## src/rtl/flashcfg_pkg.sv

```systemverilog
package flashcfg_pkg;

    localparam int DATA_W = 32;

    typedef struct packed {
        logic wp_en;
        logic large_page;
        logic long_addr;
        logic wide_bus;
    } cfg_t;

    typedef struct packed {
        logic [1:0] cea;
        logic [4:0] busy;
        logic [2:0] turn;
        logic [3:0] rd_hi;
        logic [3:0] rd_lo;
        logic [3:0] wr_hi;
        logic [3:0] wr_lo;
    } tim_t;

    typedef struct packed {
        cfg_t cfg;
        tim_t tim;
        logic ceh;
    } bank_t;

    localparam int CFG_W = $bits(cfg_t);
    localparam int TIM_W = $bits(tim_t);

    localparam logic [1:0] SZ_BYTE = 2'd0;
    localparam logic [1:0] SZ_HALF = 2'd1;

    // Lane merge according to access size.
    function automatic logic [DATA_W-1:0] merge_lanes(
        input logic [DATA_W-1:0] old_v,
        input logic [DATA_W-1:0] new_v,
        input logic [1:0]        sz
    );
        logic [DATA_W-1:0] r;
        case (sz)
            SZ_BYTE: r = {old_v[DATA_W-1:8],  new_v[7:0]};
            SZ_HALF: r = {old_v[DATA_W-1:16], new_v[15:0]};
            default: r = new_v;
        endcase
        return r;
    endfunction

endpackage

```

## src/rtl/flashcfg_keygate.sv

```systemverilog
module flashcfg_keygate
    import flashcfg_pkg::*;
#(
    parameter int              KEY_W = 16,
    parameter logic [KEY_W-1:0] KEY  = 16'hA25E
) (
    input  logic             clk,
    input  logic             rst_n,
    input  logic             key_wr,
    input  logic [1:0]       key_size,
    input  logic [KEY_W-1:0] key_val,
    input  logic             prot_wr,
    input  logic             other_acc,
    input  logic             soft_rst,
    output logic             grant,
    output logic             is_open
);

    typedef struct packed {
        logic open;
    } gate_t;

    gate_t gate_d, gate_q;

    always_comb begin
        gate_d = gate_q;
        grant  = prot_wr && gate_q.open;
        if (soft_rst) begin
            gate_d.open = 1'b0;
        end else if (key_wr) begin
            gate_d.open = (key_size != SZ_BYTE) && (key_val == KEY);
        end else if (prot_wr || other_acc) begin
            gate_d.open = 1'b0;
        end
    end

    always_ff @(posedge clk or negedge rst_n) begin
        if (!rst_n) gate_q <= '0;
        else        gate_q <= gate_d;
    end

    assign is_open = gate_q.open;

    assert_rearm_R3: assert property (@(posedge clk) disable iff (!rst_n)
        prot_wr |=> !is_open);

    assert_byte_key_R2: assert property (@(posedge clk) disable iff (!rst_n)
        (key_wr && key_size == SZ_BYTE) |=> !is_open);

    assert_stray_access_R5: assert property (@(posedge clk) disable iff (!rst_n)
        (other_acc && !key_wr) |=> !is_open);

endmodule

```

## src/rtl/flashcfg_regfile.sv

```systemverilog
module flashcfg_regfile
    import flashcfg_pkg::*;
(
    input  logic              clk,
    input  logic              rst_n,
    input  logic              wr_cfg,
    input  logic              wr_tim,
    input  logic              wr_ceh,
    input  logic              grant,
    input  logic              soft_rst,
    input  logic [1:0]        size,
    input  logic [DATA_W-1:0] wdata,
    output bank_t             bank
);

    localparam int CFG_PAD = DATA_W - CFG_W;
    localparam int TIM_PAD = DATA_W - TIM_W;

    bank_t             bank_d, bank_q;
    logic [DATA_W-1:0] cfg_m, tim_m, ceh_m;

    always_comb begin
        bank_d = bank_q;
        cfg_m  = merge_lanes({{CFG_PAD{1'b0}}, bank_q.cfg}, wdata, size);
        tim_m  = merge_lanes({{TIM_PAD{1'b0}}, bank_q.tim}, wdata, size);
        ceh_m  = merge_lanes({{(DATA_W-1){1'b0}}, bank_q.ceh}, wdata, size);
        if (soft_rst) begin
            bank_d = '0;
        end else begin
            if (wr_cfg && grant) bank_d.cfg = cfg_t'(cfg_m[CFG_W-1:0]);
            if (wr_tim && grant) bank_d.tim = tim_t'(tim_m[TIM_W-1:0]);
            if (wr_ceh)          bank_d.ceh = ceh_m[0];
        end
    end

    always_ff @(posedge clk or negedge rst_n) begin
        if (!rst_n) bank_q <= '0;
        else        bank_q <= bank_d;
    end

    assign bank = bank_q;

    assert_locked_cfg_R4: assert property (@(posedge clk) disable iff (!rst_n)
        (wr_cfg && !grant && !soft_rst) |=> $stable(bank_q.cfg));

    assert_locked_tim_R4: assert property (@(posedge clk) disable iff (!rst_n)
        (wr_tim && !grant && !soft_rst) |=> $stable(bank_q.tim));

    assert_soft_clear_R9: assert property (@(posedge clk) disable iff (!rst_n)
        soft_rst |=> (bank_q == '0));

endmodule

```

## src/rtl/flashcfg_lockbank.sv

```systemverilog
module flashcfg_lockbank
    import flashcfg_pkg::*;
#(
    parameter int               ADDR_W   = 8,
    parameter logic [ADDR_W-1:0] OFS_CMD  = 8'h00,
    parameter logic [ADDR_W-1:0] OFS_CFG  = 8'h04,
    parameter logic [ADDR_W-1:0] OFS_TIM  = 8'h08,
    parameter logic [ADDR_W-1:0] OFS_LOCK = 8'h0C,
    parameter logic [ADDR_W-1:0] OFS_CEH  = 8'h10,
    parameter logic [15:0]       UNLOCK_KEY = 16'hA25E,
    parameter logic [7:0]        RST_CODE   = 8'hFF
) (
    input  logic              clk,
    input  logic              rst_n,
    input  logic [ADDR_W-1:0] bus_addr,
    input  logic [31:0]       bus_wdata,
    input  logic [1:0]        bus_size,
    input  logic              bus_wr,
    input  logic              bus_rd,
    output logic [31:0]       bus_rdata,
    output logic              cfg_wp_en,
    output logic              cfg_large_page,
    output logic              cfg_long_addr,
    output logic              cfg_wide_bus,
    output logic [1:0]        tm_cea,
    output logic [4:0]        tm_busy,
    output logic [2:0]        tm_turn,
    output logic [3:0]        tm_rd_hi,
    output logic [3:0]        tm_rd_lo,
    output logic [3:0]        tm_wr_hi,
    output logic [3:0]        tm_wr_lo,
    output logic              ce_normal,
    output logic              ctl_soft_reset
);

    localparam int KEY_W = $bits(UNLOCK_KEY);

    typedef struct packed {
        logic [DATA_W-1:0] rdata;
        logic              srst;
    } port_t;

    port_t port_d, port_q;

    logic  hit_cmd, hit_cfg, hit_tim, hit_lock, hit_ceh, hit_prot;
    logic  key_wr, prot_wr, other_acc, soft_rst, grant, gate_open;
    bank_t bank;

    always_comb begin
        hit_cmd   = (bus_addr == OFS_CMD);
        hit_cfg   = (bus_addr == OFS_CFG);
        hit_tim   = (bus_addr == OFS_TIM);
        hit_lock  = (bus_addr == OFS_LOCK);
        hit_ceh   = (bus_addr == OFS_CEH);
        hit_prot  = hit_cfg || hit_tim;
        key_wr    = bus_wr && hit_lock;
        prot_wr   = bus_wr && hit_prot;
        other_acc = (bus_wr && !hit_prot && !hit_lock) || (bus_rd && !hit_prot);
        soft_rst  = bus_wr && hit_cmd && (bus_wdata[7:0] == RST_CODE);
    end

    flashcfg_keygate #(
        .KEY_W (KEY_W),
        .KEY   (UNLOCK_KEY)
    ) u_gate (
        .clk       (clk),
        .rst_n     (rst_n),
        .key_wr    (key_wr),
        .key_size  (bus_size),
        .key_val   (bus_wdata[KEY_W-1:0]),
        .prot_wr   (prot_wr),
        .other_acc (other_acc),
        .soft_rst  (soft_rst),
        .grant     (grant),
        .is_open   (gate_open)
    );

    flashcfg_regfile u_regs (
        .clk      (clk),
        .rst_n    (rst_n),
        .wr_cfg   (bus_wr && hit_cfg),
        .wr_tim   (bus_wr && hit_tim),
        .wr_ceh   (bus_wr && hit_ceh),
        .grant    (grant),
        .soft_rst (soft_rst),
        .size     (bus_size),
        .wdata    (bus_wdata),
        .bank     (bank)
    );

    always_comb begin
        port_d      = port_q;
        port_d.srst = soft_rst;
        if (bus_rd) begin
            port_d.rdata = '0;
            if (hit_cfg) port_d.rdata[CFG_W-1:0] = bank.cfg;
            if (hit_tim) port_d.rdata[TIM_W-1:0] = bank.tim;
            if (hit_ceh) port_d.rdata[0]         = bank.ceh;
        end
    end

    always_ff @(posedge clk or negedge rst_n) begin
        if (!rst_n) port_q <= '0;
        else        port_q <= port_d;
    end

    assign bus_rdata      = port_q.rdata;
    assign ctl_soft_reset = port_q.srst;
    assign cfg_wp_en      = bank.cfg.wp_en;
    assign cfg_large_page = bank.cfg.large_page;
    assign cfg_long_addr  = bank.cfg.long_addr;
    assign cfg_wide_bus   = bank.cfg.wide_bus;
    assign tm_cea         = bank.tim.cea;
    assign tm_busy        = bank.tim.busy;
    assign tm_turn        = bank.tim.turn;
    assign tm_rd_hi       = bank.tim.rd_hi;
    assign tm_rd_lo       = bank.tim.rd_lo;
    assign tm_wr_hi       = bank.tim.wr_hi;
    assign tm_wr_lo       = bank.tim.wr_lo;
    assign ce_normal      = bank.ceh;

    assert_soft_reset_out_R9: assert property (@(posedge clk) disable iff (!rst_n)
        soft_rst |=> (ctl_soft_reset && !ce_normal && !gate_open));

endmodule

```

## config.mk

```make
export PLATFORM = sky130hd
export DESIGN_NAME = flashcfg_lockbank
export DESIGN_NICKNAME = d
export VERILOG_FILES = /design/src/rtl/flashcfg_pkg.sv /design/src/rtl/flashcfg_keygate.sv /design/src/rtl/flashcfg_regfile.sv /design/src/rtl/flashcfg_lockbank.sv
export SDC_FILE = /design/constraint.sdc
export NUM_CORES = 1
export LEC_CHECK = 0
export ABC_AREA = 1
export BUFFER_PORTS_ARGS = -buffer_cell sky130_fd_sc_hd__clkbuf_2
export CAP_MARGIN = 0
export CORE_MARGIN = 2
export CORE_UTILIZATION = 52
export DETAILED_ROUTE_END_ITERATION = 7
export PLACE_DENSITY = 0.85
export SLEW_MARGIN = 25
export SYNTH_ARGS = -nofsm -noshare
export SYNTH_HDL_FRONTEND = slang
export SYNTH_SLANG_ARGS = --single-unit
```

## constraint.sdc

```tcl
create_clock -name clk -period 1.9 [get_ports clk]
set_input_delay 0.475 -clock clk [delete_from_list [all_inputs] [get_ports clk]]
set_output_delay 0.475 -clock clk [all_outputs]
set_load 0.01 [all_outputs]
```

==> After elaboration in Yosys (flattened, before gate mapping) <==
Cells that the tools add are included.
{ "word_totals": {"ff_bits": 59, "in_bits": 46, "output_inout_bits": 64, "wordCells": 63} }
{ "op_classes": {"n_eq_ne": 9, "n_mux": 11, "n_reduce_logical": 28} }
{ "ops": {"columns": ["op", "n"], "rows": [
  ["$mux 26", 2],
  ["$pmux 26 s2", 1],
  ["$mux 31", 1],
  ["$eq 16x16->1 const B", 1],
  ["$eq 8x4->1 const B", 2],
  ["$logic_and 1x1->1", 14],
  ["$eq 8x3->1 const B", 1],
  ["$eq 8x5->1 const B", 1],
  ["$eq 8x8->1 const B", 1],
  ["$logic_not 8->1", 1],
  ["$mux 4", 2],
  ["$reduce_bool 2->1", 4],
  ["$mux 1", 5],
  ["$ne 2x2->1 const B", 2],
  ["$logic_or 1x1->1", 3],
  ["$reduce_and 3->1", 1],
  ["$reduce_bool 3->1", 1],
  ["$eq 2x1->1 const B", 1],
  ["$logic_not 1->1", 2],
  ["$logic_not 2->1", 1],
  ["$reduce_and 2->1", 1]
]} }

==> Longest topological paths before layout <==
Gate-level depths: netlist (run 1).
{ "logic_depth": {"depth_word": 10, "depth_mapped": 9, "depth_no_buf": 9} }

==> Cells and area by module <==
A second synthesis (run 1) with hierarchy kept.
{ "unflattened": {"hier_cells": 375, "hier_area_um2": 3001.6} }
{ "by_module_without_submodules": {"columns": ["mod", "instances", "cells_each", "area_each_um2", "seq_area_each_um2"], "rows": [
  ["flashcfg_lockbank", 1, 177, 1446.4, 675.6],
  ["flashcfg_regfile", 1, 166, 1405.1, 775.7],
  ["flashcfg_keygate", 1, 32, 150.1, 25.0]
]} }

==> Least setup slack after synthesis (run 1) <==
Ideal clock, no wire load.
{ "synth_timing": {"kind": "input -> register", "start": "in bus_addr[5]", "end": "reg u_regs.bank_q (netlist bit u_regs.bank[17])", "setup_ns": 0.118, "arrival_ns": 1.309, "required_time_ns": 1.782, "slack_ns": 0.473, "cell_stages": 9, "n_path_buf": 1, "cell_sequence": "inv_2 > nand2_1 > nor2_4 > nand2_4 > nor2_8 > nand2_2 > buf_6 > nand3_1 > nand2_1"} }
{ "synth_via": {"elab_chain_cells": 7, "elab_cells_between_ends": 15, "cone_classes": "eq/ne: 4; mux: 1; reduce/logical: 10"} }
{ "synth_lines": {"columns": ["element", "line_no", "rtl"], "rows": [
  ["start: declaration", "flashcfg_lockbank.sv:15", "input logic [ADDR_W-1:0] bus_addr,"],
  ["$eq 8x3->1 or $eq 8x4->1 (tied branches)", "flashcfg_lockbank.sv:51, flashcfg_lockbank.sv:52", null],
  ["$logic_or 1x1->1", "flashcfg_lockbank.sv:55", "hit_prot = hit_cfg || hit_tim;"],
  ["$logic_and 1x1->1", "flashcfg_lockbank.sv:57", "prot_wr = bus_wr && hit_prot;"],
  ["$logic_and 1x1->1", "flashcfg_keygate.sv:27", "grant = prot_wr && gate_q.open;"],
  ["$logic_and 1x1->1", "flashcfg_regfile.sv:31", "if (wr_tim && grant) bank_d.tim = tim_t'(tim_m[TIM_W-1:0]);"],
  ["$reduce_bool 2->1 (no source line)", null, null],
  ["$reduce_and 3->1 (no source line)", null, null],
  ["end signal: assignment", "flashcfg_regfile.sv:38", "else bank_q <= bank_d;"],
  ["end: declaration", "flashcfg_regfile.sv:19", "bank_t bank_d, bank_q;"]
]} }
Parallel ways exist; a longest one is shown, timed or not.
A chain may end at the register's enable or synchronous reset.

==> Final worst setup path (run 1) <==
{ "layout_timing": {"start": "reg u_regs.bank_q (netlist bit u_regs.bank[5])", "end": "out tm_wr_hi[0]"} }
{ "layout_rtl": {"columns": ["element", "line_no", "rtl"], "rows": [
  ["end: declaration", "flashcfg_lockbank.sv:30", "output logic [3:0] tm_wr_hi,"]
]} }
No word-level cell between the ends.

==> metrics.txt, run 1 <==
# TYPE chip_impl_metric gauge
chip_impl_info{name="status",value="finished clean"} 1
chip_impl_metric{name="place.detailed.hpwl",unit="µm"} 4920
chip_impl_metric{name="number_of_routed_nets_with_antenna_violations",unit=""} 0
chip_impl_metric{name="clkPwrFrac",unit=""} 0.436
chip_impl_metric{name="cp.buffers_inverters",unit=""} 1
chip_impl_metric{name="timing.final.max_slew_violations",unit=""} 0
chip_impl_metric{name="port_buffers",unit=""} 97
chip_impl_metric{name="placement.cell_area",unit="mm²"} 0.00330
chip_impl_metric{name="area_growth_syn_to_layout",unit="%"} 26.2
chip_impl_metric{name="power.share.sequential",unit=""} 0.488
chip_impl_info{name="min_delay_path_class",value="input pin to asynchronous set/reset pin"} 1
chip_impl_metric{name="grt_antenna_before_repair",unit=""} 0
chip_impl_metric{name="via_count_of_the_first_global_routing_pass",unit=""} 2407
chip_impl_metric{name="cts_setup_buffers",unit=""} 0
chip_impl_metric{name="fin_setup_tns",unit="ns"} 0
chip_impl_metric{name="grt_first_pass_wirelength",unit="µm"} 11300
chip_impl_metric{name="vdd_ir_drop_max",unit="mV"} 0.333
chip_impl_metric{name="design.core.area",unit="mm²"} 0.00514
chip_impl_metric{name="timing.clock.skew",unit="ns"} 0.00448
chip_impl_info{name="critical_path_class",value="flip-flop to output port"} 1
chip_impl_info{name="r2r_end",value="u_regs.bank[23]"} 1
chip_impl_metric{name="gp_routability_congestion",unit=""} 0.906
chip_impl_metric{name="fin_nets",unit=""} 489
chip_impl_info{name="cp-endpoint",value="tm_wr_hi[0]"} 1
chip_impl_metric{name="firstDrtPassIters",unit=""} 4
chip_impl_metric{name="drive_gt1_frac",unit=""} 0.302
chip_impl_info{name="timing.critical_path.from_type",value="flip-flop"} 1
chip_impl_metric{name="cp.required",unit="ns"} 1.42
chip_impl_info{name="cts_tree",value="yes"} 1
chip_impl_info{name="timing.critical_path.to_type",value="output port"} 1
chip_impl_metric{name="h-tree-depth",unit=""} 3
chip_impl_metric{name="worst_skew_pair.late_latency",unit="ns"} 0.34
chip_impl_metric{name="clk_path_buf_depth",unit=""} 2
chip_impl_metric{name="synthesis.area_per_instance",unit="µm²"} 8.13
chip_impl_metric{name="grt_max_degree",unit=""} 60
chip_impl_metric{name="post_synth_instance_area",unit="mm²"} 0.00277
chip_impl_metric{name="std_cell_rows",unit=""} 26
chip_impl_metric{name="detail_route.drc_violations",unit=""} 0
chip_impl_metric{name="insertedDiodeCount",unit=""} 0
chip_impl_info{name="root_buffer",value="clkbuf_8"} 1
chip_impl_metric{name="route.vias.total",unit=""} 2597
chip_impl_info{name="timing.rr.start",value="u_gate.is_open"} 1
chip_impl_metric{name="setup_slack_of_the_worst_register_to_register_path",unit="ns"} 0.54
chip_impl_metric{name="final.min_clock_period",unit="ns"} 1.39
chip_impl_metric{name="final-hold-violation-count",unit=""} 0
chip_impl_metric{name="drt-total-wl",unit="µm"} 6920
chip_impl_metric{name="timing.reg2reg.worst_path_depth",unit=""} 6
chip_impl_metric{name="die_area",unit="mm²"} 0.00593
chip_impl_metric{name="p_leak",unit="nW"} 2.01
chip_impl_metric{name="cts_buffers",unit=""} 9
chip_impl_metric{name="timing.fmax",unit="MHz"} 722
chip_impl_metric{name="dieHeight",unit="µm"} 77.0
chip_impl_metric{name="post_synth_inst_count",unit=""} 341
chip_impl_metric{name="switching_share",unit=""} 0.237
chip_impl_metric{name="cell_internal_pwr",unit="W"} 0.00201
chip_impl_metric{name="cts.sink_count",unit=""} 59
chip_impl_metric{name="finalWorstSetupSlack",unit="ns"} 0.514
chip_impl_metric{name="drt_first_iter_violations",unit=""} 156
chip_impl_metric{name="finish.utilization",unit=""} 0.681
chip_impl_metric{name="pre_cts_ws",unit="ns"} 0.203
chip_impl_info{name="cpMaxStageDelayCell",value="dfrtp_1"} 1
chip_impl_metric{name="power-per-cell-area",unit="mW/mm²"} 753
chip_impl_metric{name="pwr-share-comb",unit=""} 0.075
chip_impl_metric{name="yosys_warnings",unit=""} 0
chip_impl_metric{name="finalPower",unit="W"} 0.00264
chip_impl_metric{name="crit_arrival",unit="ns"} 0.91
chip_impl_metric{name="path_clk_slew",unit="ns"} 0.06
chip_impl_info{name="kind_of_cell_adding_the_most_delay_to_the_critical_path",value="flip-flops"} 1
chip_impl_info{name="crit_chain",value="clkbuf_2"} 1
chip_impl_metric{name="synth-seq-area-share",unit=""} 0.533
chip_impl_metric{name="route.detailed.vias_per_inst",unit=""} 5.02
chip_impl_metric{name="starting_density",unit=""} 0.539
chip_impl_metric{name="maxCapViolCount",unit=""} 0
chip_impl_metric{name="switchingPower",unit="W"} 0.000623
chip_impl_metric{name="layout.cell_area.non_filler",unit="mm²"} 0.00350
chip_impl_metric{name="synth-seq-cells",unit=""} 59
chip_impl_metric{name="die_w",unit="µm"} 77.0
chip_impl_metric{name="ios",unit=""} 110
chip_impl_metric{name="final_min_period_over_clock_period",unit=""} 0.729
chip_impl_metric{name="netlist-cell-type-count",unit=""} 26
chip_impl_metric{name="grt_remaining_overflow",unit=""} 0
chip_impl_metric{name="post_cts_hold_buffer_count",unit=""} 0
chip_impl_info{name="startpoint",value="u_regs.bank[5]"} 1
chip_impl_metric{name="setup-violations-final",unit=""} 0
chip_impl_metric{name="critPathMaxStageDelay",unit="ns"} 0.41
chip_impl_metric{name="routed_wire_length_per_instance",unit="µm"} 13.4
chip_impl_metric{name="cts.repair.resized",unit=""} 0
chip_impl_info{name="grt_setup_unrepaired",value="false"} 1
chip_impl_metric{name="critical_path_depth",unit=""} 1
chip_impl_metric{name="path_max_fanout",unit=""} 3
chip_impl_metric{name="grt.total_usage",unit=""} 0.248
state kept, by name, indices dropped and copies added (netlist names):
| name | flops |
|---|---|
| bus_rdata | 26 |
| u_gate.is_open | 1 |
| u_regs.bank | 31 |
| ctl_soft_reset | 1 |
cell type report:
type	count	area (µm²)
Multi-Input combinational cell	239	1080
Fill cell	435	1640
Sequential cell	59	1480
Timing Repair Buffer	104	551
Inverter	30	114
Tap cell	70	87.6
Clock inverter	2	35.0
Clock buffer	13	159
how the worst min path moves through the flow:
stage	depth (start not counted)	end
6_report	2	u_regs.bank[13]
5_1_grt	2	u_regs.bank[14]
4_1_cts	2	u_regs.bank[13]
3_5_place_dp	2	bus_rdata[10]
3_3_place_gp	2	bus_rdata[17]
2_1_floorplan	0	bus_rdata[0]
placed cells by master (no fill, tap or decap):
cell       instances
a21oi_1            7
buf_12             1
buf_4              6
bufinv_16          1
clkbuf_1           2
clkbuf_2          97
clkbuf_8          11
clkinv_2           2
conb_1             6
dfrtp_1           59
inv_1             24
inv_2              5
nand2_1          113
nand2_2            2
nand2_4            1
nand3_1           35
nand3_2            3
nand3b_1           1
nand4_1            2
nor2_1            33
nor2_2             3
nor2_4             2
nor2_8             1
nor3_1             1
o21ai_0           22
o21ai_1            3
o31ai_1            4
power groups by stage:
stage	Combinational [W]	Clock [W]	Sequential (W)
global placement	0.000193	0	0.00131
detailed placement	0.000198	0	0.00131
CTS	0.000200	0.00116	0.00129
finish	0.000198	0.00115	0.00129
floorplan	0.0000815	0	0.00132
global route	0.000224	0.00121	0.00129
through the flow:
step,hold WS [ns],instances
after global routing,0.157,517
final,0.115,517
after detailed placement,0.470,502
after floorplan,0.179,346
after global placement,0.464,502
after CTS,0.139,517
synth_stat cells:
| master | n | area share |
|---|---|---|
| clkinv_2 | 1 | 0.0018 |
| inv_1 | 24 | 0.033 |
| nand3b_1 | 1 | 0.0027 |
| nor2_1 | 33 | 0.045 |
| buf_6 | 3 | 0.012 |
| clkbuf_8 | 1 | 0.0050 |
| nor2_4 | 2 | 0.0081 |
| o21ai_1 | 3 | 0.0054 |
| o31ai_1 | 4 | 0.011 |
| nand2_2 | 2 | 0.0045 |
| nor2_8 | 1 | 0.0072 |
| clkbuf_1 | 7 | 0.0095 |
| nand3_2 | 3 | 0.011 |
| nand4_1 | 2 | 0.0045 |
| dfrtp_1 | 59 | 0.53 |
| nor3_1 | 1 | 0.0018 |
| conb_1 | 1 | 0.0014 |
| nand3_1 | 35 | 0.063 |
| buf_4 | 6 | 0.016 |
| nor2_2 | 3 | 0.0068 |
| nand2_1 | 113 | 0.15 |
| inv_2 | 5 | 0.0068 |
| buf_2 | 1 | 0.0018 |
| nand2_4 | 1 | 0.0041 |
| a21oi_1 | 7 | 0.013 |
| o21ai_0 | 22 | 0.040 |
layer usage:
metal | track usage | vias up | part of all wire | wire length (µm)
met2 | 0.396 | 102 | 0.49 | 3390
met1 | 0.326 | 1205 | 0.42 | 2920
met5 | 0 | - | 0 | 0
li1 | - | 1273 | - | -
met4 | 0.141 | 0 | 0.028 | 193
met3 | 0.0365 | 17 | 0.061 | 420
kinds of logic (layout without fill, tap and decap cells):
logic type	after synthesis	in the layout	synth area share
AO/OA/AOI/OAI	36	36	0.0686
flip-flops	59	59	0.533
buffers and inverters	48	149	0.0858
AND/OR/NAND/NOR	197	197	0.312
other	1	6	0.00135
No activity file was read; power rests on OpenSTA's default activity.
==> run 2, diff against run 1 <==
--- a/config.mk
+++ b/config.mk
@@ -9,9 +9,9 @@
 export BUFFER_PORTS_ARGS = -buffer_cell sky130_fd_sc_hd__clkbuf_2
 export CAP_MARGIN = 0
 export CORE_MARGIN = 2
-export CORE_UTILIZATION = 52
+export CORE_UTILIZATION = 44
 export DETAILED_ROUTE_END_ITERATION = 7
-export PLACE_DENSITY = 0.85
+export PLACE_DENSITY = 0.76
 export SLEW_MARGIN = 25
 export SYNTH_ARGS = -nofsm -noshare
 export SYNTH_HDL_FRONTEND = slang
==> constraint.sdc (replaced) <==
create_clock -name clk -period 1.21 [get_ports clk]
set_input_delay 0.3025 -clock clk [delete_from_list [all_inputs] [get_ports clk]]
set_output_delay 0.3025 -clock clk [all_outputs]
set_load 0.01 [all_outputs]
==> metrics.txt, run 2 (synthesis gave the netlist of run 1 again) <==
# TYPE chip_impl_metric gauge
chip_impl_info{name="status",value="finished clean"} 1
chip_impl_metric{name="dieHeight",unit="µm"} 83.4
chip_impl_info{name="timing.critical_path.from_type",value="flip-flop"} 1
chip_impl_info{name="root_buffer",value="clkbuf_8"} 1
chip_impl_metric{name="cts.sink_count",unit=""} 59
chip_impl_metric{name="largest_register_ffs",unit=""} 31
chip_impl_metric{name="final_min_period_over_clock_period",unit=""} 0.979
chip_impl_metric{name="die_w",unit="µm"} 83.4
chip_impl_metric{name="clk_path_buf_depth",unit=""} 2
chip_impl_metric{name="grt_remaining_overflow",unit=""} 0
chip_impl_metric{name="via_count_of_the_first_global_routing_pass",unit=""} 2556
chip_impl_info{name="crit_chain",value="clkbuf_2"} 1
chip_impl_metric{name="crit_arrival",unit="ns"} 0.88
chip_impl_metric{name="cp.required",unit="ns"} 0.91
chip_impl_info{name="min_delay_path_class",value="input pin to flip-flop"} 1
chip_impl_metric{name="maxCapViolCount",unit=""} 0
chip_impl_metric{name="final_cells",unit=""} 551
chip_impl_metric{name="starting_density",unit=""} 0.463
chip_impl_metric{name="worst_skew_pair.late_latency",unit="ns"} 0.33
chip_impl_metric{name="area_growth_syn_to_layout",unit="%"} 37.0
chip_impl_metric{name="gp_routability_congestion",unit=""} 0.842
chip_impl_metric{name="final.min_clock_period",unit="ns"} 1.18
chip_impl_metric{name="ios",unit=""} 110
chip_impl_metric{name="finalPower",unit="W"} 0.00410
chip_impl_metric{name="detail_route.drc_violations",unit=""} 0
chip_impl_metric{name="fin_nets",unit=""} 519
chip_impl_metric{name="drive_gt1_frac",unit=""} 0.359
chip_impl_metric{name="power-per-cell-area",unit="mW/mm²"} 1080
chip_impl_metric{name="number_of_routed_nets_with_antenna_violations",unit=""} 0
chip_impl_metric{name="route.detailed.vias_per_inst",unit=""} 4.79
chip_impl_metric{name="grt.total_usage",unit=""} 0.218
chip_impl_metric{name="final-hold-violation-count",unit=""} 0
chip_impl_metric{name="std_cell_rows",unit=""} 28
chip_impl_info{name="layout.cells.most_common_list",value="nand2_1 (111), clkbuf_2 (97), dfrtp_1 (59)"} 1
chip_impl_metric{name="route.vias.total",unit=""} 2638
chip_impl_metric{name="path_clk_slew",unit="ns"} 0.06
chip_impl_metric{name="path_max_fanout",unit=""} 3
chip_impl_metric{name="die_area",unit="mm²"} 0.00695
chip_impl_metric{name="drt-total-wl",unit="µm"} 7110
chip_impl_metric{name="grt_max_degree",unit=""} 29
chip_impl_metric{name="port_buffers",unit=""} 97
chip_impl_metric{name="finish.utilization",unit=""} 0.634
chip_impl_metric{name="insertedDiodeCount",unit=""} 0
chip_impl_info{name="critical_path_class",value="flip-flop to output port"} 1
chip_impl_metric{name="post-place-cells",unit=""} 532
chip_impl_metric{name="grt_first_pass_wirelength",unit="µm"} 12100
chip_impl_metric{name="timing.clock.skew",unit="ns"} 0.00426
chip_impl_metric{name="vdd_ir_drop_max",unit="mV"} 0.621
chip_impl_metric{name="firstDrtPassIters",unit=""} 4
chip_impl_metric{name="design.core.area",unit="mm²"} 0.00599
chip_impl_metric{name="p_leak",unit="nW"} 2.17
chip_impl_metric{name="cp.buffers_inverters",unit=""} 1
chip_impl_metric{name="timing.fmax",unit="MHz"} 844
chip_impl_metric{name="cts_buffers",unit=""} 9
chip_impl_metric{name="routed_wire_length_per_instance",unit="µm"} 12.9
chip_impl_metric{name="grt_antenna_before_repair",unit=""} 0
chip_impl_metric{name="drt_first_iter_violations",unit=""} 92
chip_impl_metric{name="h-tree-depth",unit=""} 3
chip_impl_metric{name="critPathMaxStageDelay",unit="ns"} 0.41
chip_impl_metric{name="place.detailed.hpwl",unit="µm"} 5500
chip_impl_info{name="layout_commonest_cell",value="nand2_1"} 1
chip_impl_info{name="timing.critical_path.to_type",value="output port"} 1
chip_impl_info{name="cts_tree",value="yes"} 1
chip_impl_info{name="grt_setup_unrepaired",value="true"} 1
chip_impl_metric{name="timing.final.max_slew_violations",unit=""} 0
chip_impl_metric{name="setup_slack_of_the_worst_register_to_register_path",unit="ns"} 0.04
chip_impl_metric{name="setup-violations-final",unit=""} 0
chip_impl_info{name="cpMaxStageDelayCell",value="dfrtp_1"} 1
chip_impl_info{name="kind_of_cell_adding_the_most_delay_to_the_critical_path",value="flip-flops"} 1
run 2: changes by cell type in the layout (fill, tap and decap cells not counted), sizes merged:
cell / delta
buf: +29
dlygate4sd3: +1
clkbuf: -2
clkinv: +1
run 2: layout make-up:
type / instances / area, µm²
fillers: 546 / 2190
multi-input cells: 239 / 1110
inverters: 30 / 131
well taps: 75 / 93.8
repair buffers: 134 / 803
clock buffers: 11 / 141
clock inverters: 3 / 40.0
flip-flops and latches: 59 / 1480
run 2: final timing paths:
path | from | to | cells past startpoint
min in group asynchronous | rst_n | u_regs.bank[11] | 2
min | bus_wdata[17] | u_regs.bank[18] | 3
max in group asynchronous | rst_n | bus_rdata[24] | 3
max reg2reg | u_gate.is_open | u_regs.bank[29] | 6
max | u_regs.bank[9] | tm_rd_lo[0] | 1
min reg2reg | bus_rdata[10] | bus_rdata[10] | 2
run 2: what timing repair did:
item,in CTS,in global routing
hold buffers,1,0
setup buffers,0,4
endpoints found under the setup margin,26,20
pin swaps,0,1
endpoints found under the hold margin,5,0
resized for setup,2,6
run 2: per-layer routing:
metal,wire length (µm),vias up,track usage
li1,-,1327,-
met1,3180,1215,0.283
met2,3440,85,0.361
met3,363,11,0.0427
met4,131,0,0.0849
met5,0,-,0
run 2: metrics by stage:
step           hold slack, ns  setup TNS (ns)  area, µm²  setup WS (ns)
5_1_grt                 0.172         -0.0150       3800        -0.0130
3_5_place_dp            0.177           -7.23       3550         -0.278
4_1_cts                 0.165               0       3750        0.00699
2_1_floorplan         0.00691         -0.0442       2820       -0.00647
3_3_place_gp            0.171           -5.57       3550         -0.208
6_report                0.176               0       3800         0.0254
run 2: report_power, final:
| group | switching, W | internal [W] |
|---|---|---|
| registers | 0.0000221 | 0.00200 |
| clock network | 0.000720 | 0.000978 |
| logic | 0.000219 | 0.000159 |
| total | 0.000961 | 0.00314 |
